`config.mk`:
```
export PLATFORM = sky130hd
export DESIGN_NAME = ps2_edge_rx
export DESIGN_NICKNAME = d
export VERILOG_FILES = /design/src/rtl/ps2ts_pkg.sv /design/src/rtl/ps2ts_line_edges.sv /design/src/rtl/ps2ts_stamp_store.sv /design/src/rtl/ps2ts_frame_ctrl.sv /design/src/rtl/ps2_edge_rx.sv
export SDC_FILE = /design/constraint.sdc
export NUM_CORES = 1
export LEC_CHECK = 0
export ABC_CLOCK_PERIOD_IN_PS = 3200
export BUFFER_PORTS_ARGS = -buffer_cell sky130_fd_sc_hd__buf_2
export CAP_MARGIN = 20
export CELL_PAD_IN_SITES_DETAIL_PLACEMENT = 1
export CELL_PAD_IN_SITES_GLOBAL_PLACEMENT = 1
export CORE_AREA = 2 2 236 238
export DETAILED_ROUTE_END_ITERATION = 7
export DIE_AREA = 0 0 238 240
export MAX_ROUTING_LAYER = met4
export PLACE_DENSITY = 0.88
export REMOVE_ABC_BUFFERS = 1
export SETUP_SLACK_MARGIN = 0.02
export SLEW_MARGIN = 20
export SYNTH_ARGS = -nofsm -noshare
export SYNTH_HDL_FRONTEND = slang
export SYNTH_SLANG_ARGS = --single-unit
```
`constraint.sdc`:
```
create_clock -name clk -period 3.2 [get_ports clk]
set_input_delay 0.64 -clock clk [delete_from_list [all_inputs] [get_ports clk]]
set_output_delay 0.64 -clock clk [all_outputs]
set_load 0.03 [all_outputs]
```
`src/rtl/ps2ts_pkg.sv`:
```
`timescale 1ns/1ps
package ps2ts_pkg;
    // Frame length in bits: start, eight data, parity, stop.
    localparam int FRAME_BITS = 11;
    // Index of the PS/2 clock fall that closes a frame (counted from 0).
    localparam int LAST_FALL  = FRAME_BITS - 1;

    typedef enum logic [1:0] {
        ST_IDLE   = 2'd0,
        ST_RECV   = 2'd1,
        ST_DECODE = 2'd2,
        ST_FINISH = 2'd3
    } rx_state_e;
endpackage

```
`src/rtl/ps2ts_line_edges.sv`:
```
`timescale 1ns/1ps
module ps2ts_line_edges (
    input  logic clk,
    input  logic rst_n,
    input  logic ps2_clk_i,
    input  logic ps2_dat_i,
    output logic clk_fall_o,
    output logic dat_fall_o,
    output logic dat_edge_o
);
    typedef struct packed {
        logic clk_prev;
        logic dat_prev;
    } edge_t;

    edge_t e_d, e_q;

    always_comb begin
        e_d.clk_prev = ps2_clk_i;
        e_d.dat_prev = ps2_dat_i;
        clk_fall_o   = e_q.clk_prev & ~ps2_clk_i;
        dat_fall_o   = e_q.dat_prev & ~ps2_dat_i;
        dat_edge_o   = e_q.dat_prev ^ ps2_dat_i;
    end

    always_ff @(posedge clk) begin
        if (!rst_n) begin
            e_q <= '{clk_prev: 1'b1, dat_prev: 1'b1};
        end else begin
            e_q <= e_d;
        end
    end
endmodule

```
`src/rtl/ps2ts_stamp_store.sv`:
```
`timescale 1ns/1ps
module ps2ts_stamp_store #(
    parameter int TS_W  = 20,
    parameter int DEPTH = 12,
    parameter int SW    = TS_W + 5
) (
    input  logic            clk,
    input  logic            rst_n,
    input  logic            clr_i,
    input  logic            wr_i,
    input  logic [TS_W-1:0] wr_time_i,
    input  logic [SW-1:0]   thr_i,
    output logic            level_o
);
    localparam int CW = $clog2(DEPTH + 1);

    typedef struct packed {
        logic [DEPTH-1:0][SW-1:0] slot;
        logic [CW-1:0]            cnt;
    } store_t;

    store_t            s_d, s_q;
    logic [SW-1:0]     scaled;
    logic [DEPTH-1:0]  below;

    // Store 21*t so bit slots can be compared against odd multiples of
    // the frame duration without any division.
    always_comb begin
        scaled = (SW'(wr_time_i) << 4) + (SW'(wr_time_i) << 2) + SW'(wr_time_i);
    end

    always_comb begin
        s_d = s_q;
        if (clr_i) begin
            s_d.cnt = '0;
        end else if (wr_i && (s_q.cnt < CW'(DEPTH))) begin
            for (int i = 0; i < DEPTH; i++) begin
                if (s_q.cnt == CW'(i)) begin
                    s_d.slot[i] = scaled;
                end
            end
            s_d.cnt = s_q.cnt + CW'(1);
        end
    end

    // A stored transition lies before the threshold when it falls inside
    // the bits decoded so far; the parity of such transitions is the level.
    for (genvar g = 0; g < DEPTH; g++) begin : g_cmp
        assign below[g] = (CW'(g) < s_q.cnt) && (s_q.slot[g] < thr_i);
    end

    assign level_o = ^below;

    always_ff @(posedge clk) begin
        if (!rst_n) begin
            s_q <= '0;
        end else begin
            s_q <= s_d;
        end
    end

    // the entry count never passes the store depth
    a_r8_no_overflow: assert property (@(posedge clk) disable iff (!rst_n)
        s_q.cnt <= CW'(DEPTH));

    // a clear request empties the store on the following cycle
    a_r9_clear_empties: assert property (@(posedge clk) disable iff (!rst_n)
        clr_i |=> (s_q.cnt == '0));
endmodule

```
`src/rtl/ps2ts_frame_ctrl.sv`:
```
`timescale 1ns/1ps
module ps2ts_frame_ctrl
    import ps2ts_pkg::*;
#(
    parameter int TS_W        = 20,
    parameter int IDLE_CYCLES = 500000,
    parameter int SW          = TS_W + 5
) (
    input  logic            clk,
    input  logic            rst_n,
    input  logic            clk_fall_i,
    input  logic            dat_fall_i,
    input  logic            dat_edge_i,
    input  logic            level_i,
    output logic            st_clr_o,
    output logic            st_wr_o,
    output logic [TS_W-1:0] st_time_o,
    output logic [SW-1:0]   thr_o,
    output logic [7:0]      rx_byte_o,
    output logic            rx_valid_o,
    output logic            parity_err_o,
    output logic            frame_err_o
);
    localparam int IW = $clog2(IDLE_CYCLES + 1);

    typedef struct packed {
        rx_state_e             st;
        logic [TS_W-1:0]       ts;
        logic [3:0]            ecnt;
        logic [IW-1:0]         idle;
        logic [SW-1:0]         thr;
        logic [SW-1:0]         step;
        logic [3:0]            bitn;
        logic [FRAME_BITS-1:0] frame;
        logic [7:0]            data;
        logic                  valid;
        logic                  perr;
        logic                  ferr;
    } ctl_t;

    ctl_t c_d, c_q;

    always_comb begin
        c_d       = c_q;
        c_d.valid = 1'b0;
        st_clr_o  = 1'b0;
        st_wr_o   = 1'b0;

        unique case (c_q.st)
            ST_IDLE: begin
                if (dat_fall_i) begin
                    c_d.st   = ST_RECV;
                    c_d.ts   = TS_W'(1);
                    c_d.ecnt = '0;
                    c_d.idle = '0;
                    st_clr_o = 1'b1;
                end
            end
            ST_RECV: begin
                if (c_q.ts != '1) begin
                    c_d.ts = c_q.ts + TS_W'(1);
                end
                c_d.idle = c_q.idle + IW'(1);
                st_wr_o  = dat_edge_i;
                if (clk_fall_i) begin
                    c_d.idle = '0;
                    if (c_q.ecnt == 4'(LAST_FALL)) begin
                        // Frame duration T = 10.5 bit periods; first slot edge at T.
                        c_d.thr  = SW'(c_q.ts);
                        c_d.step = SW'(c_q.ts) << 1;
                        c_d.bitn = '0;
                        c_d.st   = ST_DECODE;
                    end else begin
                        c_d.ecnt = c_q.ecnt + 4'd1;
                    end
                end else if (c_q.idle == IW'(IDLE_CYCLES - 1)) begin
                    c_d.st   = ST_IDLE;
                    st_clr_o = 1'b1;
                end
            end
            ST_DECODE: begin
                c_d.frame = {level_i, c_q.frame[FRAME_BITS-1:1]};
                c_d.thr   = c_q.thr + c_q.step;
                c_d.bitn  = c_q.bitn + 4'd1;
                if (c_q.bitn == 4'(LAST_FALL)) begin
                    c_d.st = ST_FINISH;
                end
            end
            ST_FINISH: begin
                c_d.data  = c_q.frame[8:1];
                c_d.ferr  = c_q.frame[0] | ~c_q.frame[FRAME_BITS-1];
                c_d.perr  = ~(^c_q.frame[9:1]);
                c_d.valid = 1'b1;
                c_d.st    = ST_IDLE;
            end
            default: c_d.st = ST_IDLE;
        endcase
    end

    always_ff @(posedge clk) begin
        if (!rst_n) begin
            c_q <= '0;
        end else begin
            c_q <= c_d;
        end
    end

    assign st_time_o    = c_q.ts;
    assign thr_o        = c_q.thr;
    assign rx_byte_o    = c_q.data;
    assign rx_valid_o   = c_q.valid;
    assign parity_err_o = c_q.perr;
    assign frame_err_o  = c_q.ferr;

    // the strobe never lasts two cycles
    a_r3_single_strobe: assert property (@(posedge clk) disable iff (!rst_n)
        rx_valid_o |=> !rx_valid_o);

    // results only move together with a strobe
    a_r4_hold_byte: assert property (@(posedge clk) disable iff (!rst_n)
        !rx_valid_o |-> ($stable(rx_byte_o) && $stable(parity_err_o) && $stable(frame_err_o)));

    // the fall counter stays within one frame
    a_r2_fall_bound: assert property (@(posedge clk) disable iff (!rst_n)
        c_q.ecnt <= 4'(LAST_FALL));

    // timestamps never run backwards while a frame is open
    a_r2_ts_monotonic: assert property (@(posedge clk) disable iff (!rst_n)
        (c_q.st == ST_RECV && $past(c_q.st) == ST_RECV) |-> (c_q.ts >= $past(c_q.ts)));
endmodule

```
`src/rtl/ps2_edge_rx.sv`:
```
`timescale 1ns/1ps
module ps2_edge_rx #(
    parameter int TS_W        = 20,
    parameter int STORE_DEPTH = 12,
    parameter int IDLE_CYCLES = 500000
) (
    input  logic       clk,
    input  logic       rst_n,
    input  logic       ps2_clk_i,
    input  logic       ps2_dat_i,
    output logic [7:0] rx_byte_o,
    output logic       rx_valid_o,
    output logic       parity_err_o,
    output logic       frame_err_o
);
    localparam int SW = TS_W + 5;

    logic            clk_fall, dat_fall, dat_edge;
    logic            st_clr, st_wr, level;
    logic [TS_W-1:0] st_time;
    logic [SW-1:0]   thr;

    ps2ts_line_edges u_edges (
        .clk        (clk),
        .rst_n      (rst_n),
        .ps2_clk_i  (ps2_clk_i),
        .ps2_dat_i  (ps2_dat_i),
        .clk_fall_o (clk_fall),
        .dat_fall_o (dat_fall),
        .dat_edge_o (dat_edge)
    );

    ps2ts_stamp_store #(
        .TS_W  (TS_W),
        .DEPTH (STORE_DEPTH),
        .SW    (SW)
    ) u_store (
        .clk       (clk),
        .rst_n     (rst_n),
        .clr_i     (st_clr),
        .wr_i      (st_wr),
        .wr_time_i (st_time),
        .thr_i     (thr),
        .level_o   (level)
    );

    ps2ts_frame_ctrl #(
        .TS_W        (TS_W),
        .IDLE_CYCLES (IDLE_CYCLES),
        .SW          (SW)
    ) u_ctrl (
        .clk          (clk),
        .rst_n        (rst_n),
        .clk_fall_i   (clk_fall),
        .dat_fall_i   (dat_fall),
        .dat_edge_i   (dat_edge),
        .level_i      (level),
        .st_clr_o     (st_clr),
        .st_wr_o      (st_wr),
        .st_time_o    (st_time),
        .thr_o        (thr),
        .rx_byte_o    (rx_byte_o),
        .rx_valid_o   (rx_valid_o),
        .parity_err_o (parity_err_o),
        .frame_err_o  (frame_err_o)
    );
endmodule

```
# == Yosys cells after proc, flatten, opt, wreduce, memory -nomap -nowiden ==
# Cells that the tools add are included.
# Widths: inputs -> output; s select.
# op_classes
addsub,8
magnitude_cmp,25
eq_ne,26
muxes,19
bitwise_logic,10
n_reduce_logical,38
# op_table
cell,count
$lt 25x25->1,12
$pmux 43 s2,1
$mux 77,1
$mux 54,1
$pmux 25 s2,1
$mux 45,1
$reduce_and 3->1,15
$add 24x22->25,1
$add 25x20->25,1
$add 25x21->25,1
$eq 4x4->1 const B,6
$add 20x1->20 const B,1
$mux 20,1
$ne 20x20->1 const B,1
$add 19x1->19 const B,1
$eq 19x19->1 const B,1
$eq 4x3->1 const B,4
$lt 3x4->1 const A,4
$lt 4x4->1 const A,4
$logic_and 1x1->1,13
$add 4x1->4 const B,3
$reduce_xor 12->1,1
$reduce_xor 9->1,1
$eq 4x2->1 const B,2
other kinds (26),48
# word_totals
regBits,422
inputBits,4
output_inout_bits,11
word_cells,153

# == Logic depth before layout (Yosys ltp) ==
# Gate-level depths: netlist of run 1.
# depth
word_depth,6
depth_mapped,15
ltp_nobuf,14

# == Modules after synthesis ==
# From an unflattened synthesis of run 1, not the netlist that was laid out.
# hier_totals
hier_cells,3112
hier_area_um2,25734.7
# by_module_without_submodules
mod,instances,cells_each,area_per_inst_um2,seq_area_each_um2
ps2ts_stamp_store,1,2276,19100.8,6085.8
ps2ts_frame_ctrl,1,828,6555.0,2322.2
ps2ts_line_edges,1,8,78.8,40.0

# == Least setup slack after synthesis of run 1 ==
# OpenSTA, ideal clock, no wires.
# synth_timing
path_kind,flip-flop to flip-flop
startpoint,"reg u_ctrl.c_q, in the netlist u_ctrl.st_time_o[2]"
endpoint,reg u_store.s_q[248] (netlist name)
setup_time_ns,0.128
t_arrival_ns,3.394
required_time_ns,3.072
setup_slack_ns,-0.322
path_stages_with_launch,15
n_path_buf,1
synth_period_minus_slack_ns,3.522
cell_sequence,dfxtp_1 > fa_1 > fa_1 > a21o_1 > a21oi_1 > o21bai_1 > a21oi_2 > o21ai_1 > a31o_2 > a31o_2 > a31oi_1 > mux2i_1 > o21ai_1 > clkbuf_2 > o21ai_0
# synth_between
elab_chain_cells,2
# synth_rtl
element,line_no,text
"start, declared",ps2ts_frame_ctrl.sv:41,"ctl_t c_d, c_q;"
"start signal, assigned",ps2ts_frame_ctrl.sv:102,c_q <= '0;
"start signal, assigned",ps2ts_frame_ctrl.sv:104,c_q <= c_d;
$add 24x22->25,ps2ts_stamp_store.sv:29,scaled = (SW'(wr_time_i) << 4) + (SW'(wr_time_i) << 2) + SW'(wr_time_i);
$add 25x20->25 (*),ps2ts_stamp_store.sv:29,
"end, declared",ps2ts_stamp_store.sv:22,"store_t s_d, s_q;"
# Every way passes the cells marked *; elsewhere a longest branch is shown, timed or not.
# A chain may end at the register's enable or synchronous reset.

# == Worst setup path in the final report of run 1 ==
# layout_timing
startpoint,"reg u_ctrl.c_q, in the netlist u_ctrl.thr_o[11]"
endpoint,reg u_ctrl.c_q[21] (netlist name)
# layout_between
elab_chain_cells,3
word_cells_on_any_way,25
cone_classes,order compare: 12; reduce/logical: 13
# layout_rtl
element,line_no,text
$lt 25x25->1,ps2ts_stamp_store.sv:49,assign below[g] = (CW'(g) < s_q.cnt) && (s_q.slot[g] < thr_i);
$logic_and 1x1->1,ps2ts_stamp_store.sv:49,
$reduce_xor 12->1 (*),ps2ts_stamp_store.sv:52,assign level_o = ^below;
# Marks and branches as above.

==> impl_metrics.ini, run 1 <==
[clock_network]
htree_levels = 2
postCtsHoldBufs = 0
cts_sinks = 422
clk-insertion-delay-late_ps = 710
clk_pin_slew_ps = 80
clk_path_buf_depth = 3
cts-root-buf = clkbuf_16
numCtsBuffers = 50
cts_tree = yes

[critical_path]
critPathKind = register to register
worstReg2RegEnd = u_ctrl.c_q[21]
crit_chain = inv_1, buf_6, ha_1, nand4_1, nor2_4, a221oi_2, o21ai_1, nor3_4, o31ai_4, xnor2_1, xnor2_1, xnor3_1, xnor2_2, a211oi_2
worstRegToRegCells = 14
cpLargestDelayFamily = XOR/XNOR gates
cpPeakStageDelay_ps = 730
crit_top_cell = xnor2_1
r2r-start = u_ctrl.thr_o[11]
critPathSlowestCell = dfxtp_1
critPathBufInv = 2
cp-start-kind = register
r2r_slack_ps = -1320
crit_path_max_fanout = 10
crit_path_end_kind = register
arrival_ps = 5100
cp.required_ps = 3780

[placed_design]
hpwl_um = 63000
gp_congestion = 0.953
io_buffers = 14
post-place-ws_ps = -581

[finish]
multi_input_area_mm2 = 0.0172
n_fill_cell = 6061
num-nets-final = 3558
final_cell_mix = 407 x dfxtp_1, 387 x nand2_1, 334 x ha_1
syn2layout_area_growth_pct = 32.7
layout_commonest_cell = dfxtp_1
seqCellArea_mm2 = 0.00847
final_layout_size_suffix_gt1_frac = 0.277

[synth]
postSynth.asyncResetShare = 0
synth_edf_count = 0
synth.distinct_cells = 75
syn_area_per_cell_um2 = 8.23
netlist_instances = 2950
synth-seq-cells = 422
syn_area_mm2 = 0.0243
ys.flop_type = dfxtp_1
ys_seq_area_frac = 0.348
ys.warnings.count = 0

[die]
rows = 86
core_mm2 = 0.0547
io_pins = 15
die_h_um = 240
die_w_um = 238
dieArea_mm2 = 0.0571
start_util = 0.444

[global_routing]
gr-total-overflow = 0
antenna_found_initial = 12
grt_use_total = 0.423
grt_pass1_wl_um = 178000
grt_max_degree = 85
grt_pass1_vias = 29000

[power_and_ir_drop]
peakVddDrop_v = 0.000421
leakagePower_nw = 13.3
powerDensity_mw_per_mm2 = 531

[sta]
skew_ps = 59.3
setup_ws_ps = -1320
hold_viol_final = 0
fmax_mhz = 221
post-route-period-util = 1.41
rsz0062_at_grt = true
worst_pin_slew_ps = 1390
fin_crit_ps = 4520
hold_slack_ps = 195
timing.slew.headroom = 0.0631
setup_violations = 204
slew_violations = 0

[drt]
vias = 29100
route.antenna.remaining_nets = 0
drc = 10
via_per_inst = 7.38
firstDrtPassIters = 8
drtIter0Drc = 4225
wl_um = 152000
drt-wirelength-per-cell_um = 38.4

[min_path]
holdPathStages = 2
hold_end = u_edges.e_q[1]
min_from = ps2_clk_i
hp-class = input port to register

[status]
status = finished with violations
violations = DRC, setup timing

[run]
drv_cap = 0
-- per-stage QoR --
step / cell area [um^2] / instances / TNS, ps / total power, W / util
after global placement: 26700 / 3742 / -20560 / 0.00869 / 0.489
after CTS: 30500 / 3895 / -28100 / 0.0156 / 0.557
after global routing: 32200 / 3944 / -107780 / 0.0172 / 0.590
after detailed placement: 26700 / 3742 / -52400 / 0.00890 / 0.489
final: 32200 / 3944 / -101290 / 0.0171 / 0.590
after floorplan: 23500 / 2778 / -111730 / 0.00719 / -
-- cells in the mapped netlist (7+ instances only) --
master / number / share of area
dfxtp_1: 422 / 0.35
buf_1: 15 / 0.0023
nand4_1: 57 / 0.015
nand2_1: 432 / 0.067
nor2b_1: 12 / 0.0031
o21bai_1: 13 / 0.0040
nand2b_1: 33 / 0.0085
clkbuf_1: 99 / 0.015
buf_2: 32 / 0.0066
buf_4: 24 / 0.0074
mux2i_1: 25 / 0.010
o311ai_0: 13 / 0.0047
o21a_1: 9 / 0.0028
o211ai_1: 15 / 0.0046
and4_1: 11 / 0.0040
xor2_1: 37 / 0.013
a211oi_1: 46 / 0.014
nand2_2: 8 / 0.0021
a221oi_1: 22 / 0.0079
nor2_1: 350 / 0.054
a31oi_1: 14 / 0.0036
nand3_1: 111 / 0.023
or4_1: 7 / 0.0022
xnor2_1: 45 / 0.016
nor3_1: 25 / 0.0052
a21o_1: 57 / 0.018
a21oi_1: 399 / 0.082
fa_1: 18 / 0.015
inv_1: 55 / 0.0085
and2_1: 8 / 0.0021
o21ai_0: 96 / 0.020
ha_1: 347 / 0.18
-- registers in the layout, summed over array words and instances (netlist names), named ones only --
name and flops:
u_edges.e_q 2, u_store.s_q 304, u_ctrl.rx_valid_o 1, u_ctrl.thr_o 25
u_ctrl.c_q 59, u_ctrl.st_time_o 20, u_ctrl.rx_byte_o 8, u_ctrl.parity_err_o 1
u_ctrl.frame_err_o 1
-- worst max path at each step --
| stage | slack, ps | endpoint | startpoint | cells after the start |
|---|---|---|---|---|
| floorplan | -1140 | u_ctrl.thr_o[21] | rst_n | 5 |
| global placement | -430 | u_ctrl.c_q[21] | u_ctrl.thr_o[18] | 13 |
| detailed placement | -580 | u_store.s_q[177] | u_ctrl.st_time_o[2] | 13 |
| CTS | -330 | u_store.s_q[270] | u_ctrl.st_time_o[4] | 15 |
| global route | -1170 | u_ctrl.c_q[21] | u_ctrl.thr_o[11] | 14 |
| finish | -1320 | u_ctrl.c_q[21] | u_ctrl.thr_o[11] | 14 |
-- layer usage --
| metal | GRT usage | wire length (um) | vias to the layer above |
|---|---|---|---|
| met5 | - | 0 | - |
| met4 | 0.340 | 19500 | 0 |
| met3 | 0.118 | 22000 | 1570 |
| met2 | 0.683 | 62500 | 2987 |
| met1 | 0.434 | 47600 | 13700 |
| li1 | - | - | 10900 |
-- cells by family (layout without fill, tap and decap cells) --
group	after synthesis	count (layout)	share of synthesized area
DFF	422	422	0.348
other	0	14	0
and+or+nand+nor	1089	1089	0.195
buffers and inverters	229	505	0.0408
AOI/OAI and AO/OA	732	732	0.179
xor gates and xnor gates	84	84	0.0312
adders and majority gates	365	365	0.194
muxes	29	29	0.0122
-- where the power goes --
group	leakage, nW	switching (W)	internal (W)
Combinational	9.02	0.00327	0.00163
Sequential	3.41	0.000110	0.00534
Clock	0.879	0.00288	0.00387
-- final cells by class --
type | instances | area share
Clock buffer | 74 | 0.0476
Clock inverter | 15 | 0.00804
Inverter | 57 | 0.00745
Tap cell | 704 | 0.0273
Antenna cell | 14 | 0.00109
Sequential cell | 422 | 0.263
Multi-Input combinational cell | 2299 | 0.534
Timing Repair Buffer | 359 | 0.111
-- repair_timing --
item / in CTS / in global routing
gates cloned: 12 / 1
gates resized for setup: 383 / 337
setup buffers: 53 / 42
endpoints found under the setup margin: 187 / 268
pin swaps: 134 / 114
Power figures use the tool's default switching activity.
==> run 2: changes to the inputs <==
--- a/config.mk
+++ b/config.mk
@@ -6,18 +6,17 @@
 export NUM_CORES = 1
 export LEC_CHECK = 0
 export ABC_CLOCK_PERIOD_IN_PS = 3200
-export BUFFER_PORTS_ARGS = -buffer_cell sky130_fd_sc_hd__buf_2
+export BUFFER_PORTS_ARGS = -buffer_cell sky130_fd_sc_hd__buf_4
 export CAP_MARGIN = 20
-export CELL_PAD_IN_SITES_DETAIL_PLACEMENT = 1
-export CELL_PAD_IN_SITES_GLOBAL_PLACEMENT = 1
-export CORE_AREA = 2 2 236 238
+export CORE_AREA = 2 2 243 245
 export DETAILED_ROUTE_END_ITERATION = 7
-export DIE_AREA = 0 0 238 240
+export DIE_AREA = 0 0 245 247
 export MAX_ROUTING_LAYER = met4
-export PLACE_DENSITY = 0.88
+export PLACE_DENSITY = 0.73
 export REMOVE_ABC_BUFFERS = 1
 export SETUP_SLACK_MARGIN = 0.02
 export SLEW_MARGIN = 20
 export SYNTH_ARGS = -nofsm -noshare
 export SYNTH_HDL_FRONTEND = slang
+export SYNTH_HIERARCHICAL = 1
 export SYNTH_SLANG_ARGS = --single-unit
==> run 2 against run 1 <==
Against the previous run: final cell count increased by 2.7%; routed wire length decreased by 50%; sequential share of layout area increased by 0.86 points; area after synthesis increased by 5.9%; the flow finishes with violations (setup timing); flip-flop and latch count unchanged; hold slack improved by 42 ps; first-iteration DRC count decreased by 52%; maximum frequency increased by 33%; total power decreased by 33%; design area decreased by 3.2%.
==> impl_metrics.ini, run 2 <==
[status]
status = finished with violations
violations = setup timing

[power_and_ir_drop]
powerDensity_mw_per_mm2 = 370
p_seq_frac = 0.457
power_switching_w = 0.00257
p_int_w = 0.00896
switching_share = 0.223
peakVddDrop_v = 0.000389
pwr-share-comb = 0.031
leakagePower_nw = 13.3
clock_power_share = 0.512

[clock_network]
cts_tree = yes
cts_sinks = 422
postCtsHoldBufs = 0
clk_path_buf_depth = 3
htree_levels = 2
numCtsBuffers = 48
clk-insertion-delay-late_ps = 600
clk_pin_slew_ps = 60
cts-root-buf = clkbuf_16

[synth]
syn_area_mm2 = 0.0257
synth_common_cells = 601 x nand2_1, 422 x dfxtp_1, 342 x ha_1
ys.flop_type = dfxtp_1
synth_area_leaders = dfxtp_1 33%, ha_1 17%, nand2_1 8.8%, o21ai_0 4.0%, a21boi_0 3.9%
postSynth.asyncResetShare = 0
netlist.area_leader.share = 0.328
synth-seq-cells = 422
synth.distinct_cells = 80
ys.warnings.count = 6
ys_seq_area_frac = 0.328
netlist_instances = 3112
syn_area_per_cell_um2 = 8.27
synth_most_common_cell = nand2_1
synth_edf_count = 0
synth.largest_area_cell = dfxtp_1

[die]
io_pins = 15
start_util = 0.442
dieArea_mm2 = 0.0605
core_mm2 = 0.0582
rows = 89
die_h_um = 247
die_w_um = 245

[drt]
route.antenna.remaining_nets = 0
wl_um = 76500
firstDrtPassIters = 6
drc = 0
vias = 23100
via_per_inst = 5.70
drt-wirelength-per-cell_um = 18.9
drtIter0Drc = 2024

[sta]
setup_violations = 66
slew_violations = 0
timing.slew.headroom = 0.360
fmax_mhz = 294
rsz0062_at_grt = true
skew_ps = 21.3
hold_viol_final = 0
fin_crit_ps = 3400
worst_pin_slew_ps = 956
post-route-period-util = 1.06
setup_ws_ps = -197

[critical_path]
crit_path_max_fanout = 6
cp.required_ps = 3680
critPathKind = register to register
cp-start-kind = register
arrival_ps = 3880
crit_path_end_kind = register

[finish]
final_layout_size_suffix_gt1_frac = 0.166
diodes = 0
final_area_mm2 = 0.0312
syn2layout_area_growth_pct = 21.2
layout_commonest_cell = nand2_1
final_cell_mix = 579 x nand2_1, 407 x dfxtp_1, 332 x ha_1
num-nets-final = 3604
largest_reg_flops = 304
regMostFlops = u_store/s_q
fin_util = 0.535
n_fill_cell = 5154

[global_routing]
grt_pass1_wl_um = 119000
antenna_found_initial = 0
grt_use_total = 0.254
grt_max_degree = 94
grt_pass1_vias = 22000
gr-total-overflow = 0

[placed_design]
dpl-instance-area_mm2 = 0.0282
io_buffers = 14
post-place-ws_ps = -484
hpwl_um = 51900
gp_congestion = 0.946

[run]
drv_cap = 0

[min_path]
hp-class = input port to register
==> run 2: timing repair <==
item | 4_1_cts | 5_1_grt
gates resized for setup | 120 | 165
pin swaps | 38 | 55
setup buffers | 25 | 18
gates cloned | 5 | 3
endpoints found under the setup margin | 87 | 157
==> run 2: cells by family after synthesis <==
| kind of cell | share of synthesized area |
|---|---|
| simple gates | 0.212 |
| compound gates | 0.201 |
| flops | 0.328 |
| fa+ha+maj | 0.180 |
| buf+inv | 0.0492 |
| xor+xnor | 0.0229 |
| mux | 0.00710 |
==> run 2: final timing paths <==
check,slack (ps),endpoint,depth (start not counted),startpoint
max,-200,u_store/s_q[74],15,u_ctrl/st_time_o[2]
min,240,u_edges/e_q[0],2,ps2_dat_i
max reg2reg,-200,u_store/s_q[74],15,u_ctrl/st_time_o[2]
min reg2reg,460,u_ctrl/rx_byte_o[4],2,u_ctrl/rx_byte_o[4]
==> run 2: final cells by class <==
cell class / instances / area (um^2) / area share
flip-flops and latches: 422 / 8470 / 0.272
inverters: 55 / 221 / 0.00710
clock buffers: 67 / 1420 / 0.0457
repair buffers: 300 / 3140 / 0.101
multi-input cells: 2413 / 16700 / 0.536
clock inverters: 20 / 262 / 0.00839
well taps: 773 / 967 / 0.0310
==> run 2: per-stage QoR <==
step / cells / total power [W] / hold slack [ps] / TNS, ps
4_1_cts: 4032 / 0.0116 / 211 / -1640
2_1_floorplan: 2890 / 0.00554 / 434 / -26330
3_5_place_dp: 3916 / 0.00573 / 451 / -3100
3_3_place_gp: 3916 / 0.00573 / 442 / -1790
6_report: 4050 / 0.0115 / 237 / -4160
5_1_grt: 4050 / 0.0119 / 220 / -14120
==> run 2: layer usage <==
metal / vias to the layer above / track usage / wire length (um)
met5: - / - / 0
met1: 10900 / 0.323 / 33000
li1: 11200 / - / -
met3: 173 / 0.0382 / 5270
met2: 764 / 0.406 / 35200
met4: 0 / 0.0958 / 3080
==> run 2: power by group through the flow <==
stage               registers [W]  logic [W]  clock network, W
floorplan                 0.00539   0.000145                 0
global placement          0.00539   0.000339                 0
detailed placement        0.00539   0.000342                 0
CTS                       0.00527   0.000347           0.00598
global route              0.00527   0.000388           0.00622
finish                    0.00527   0.000362           0.00590
==> run 2: critical path: stages (launching register included) <==
cell and delay [ps]:
dfxtp_4 360, fa_2 610, ha_4 210, a21o_1 190, a21oi_2 170, o21bai_1 110, a21oi_2 190, o21bai_2 110
a21o_1 190, a21o_1 200, buf_6 130, a211oi_4 250, buf_6 190, buf_12 140, nand4_1 120, o311ai_2 110
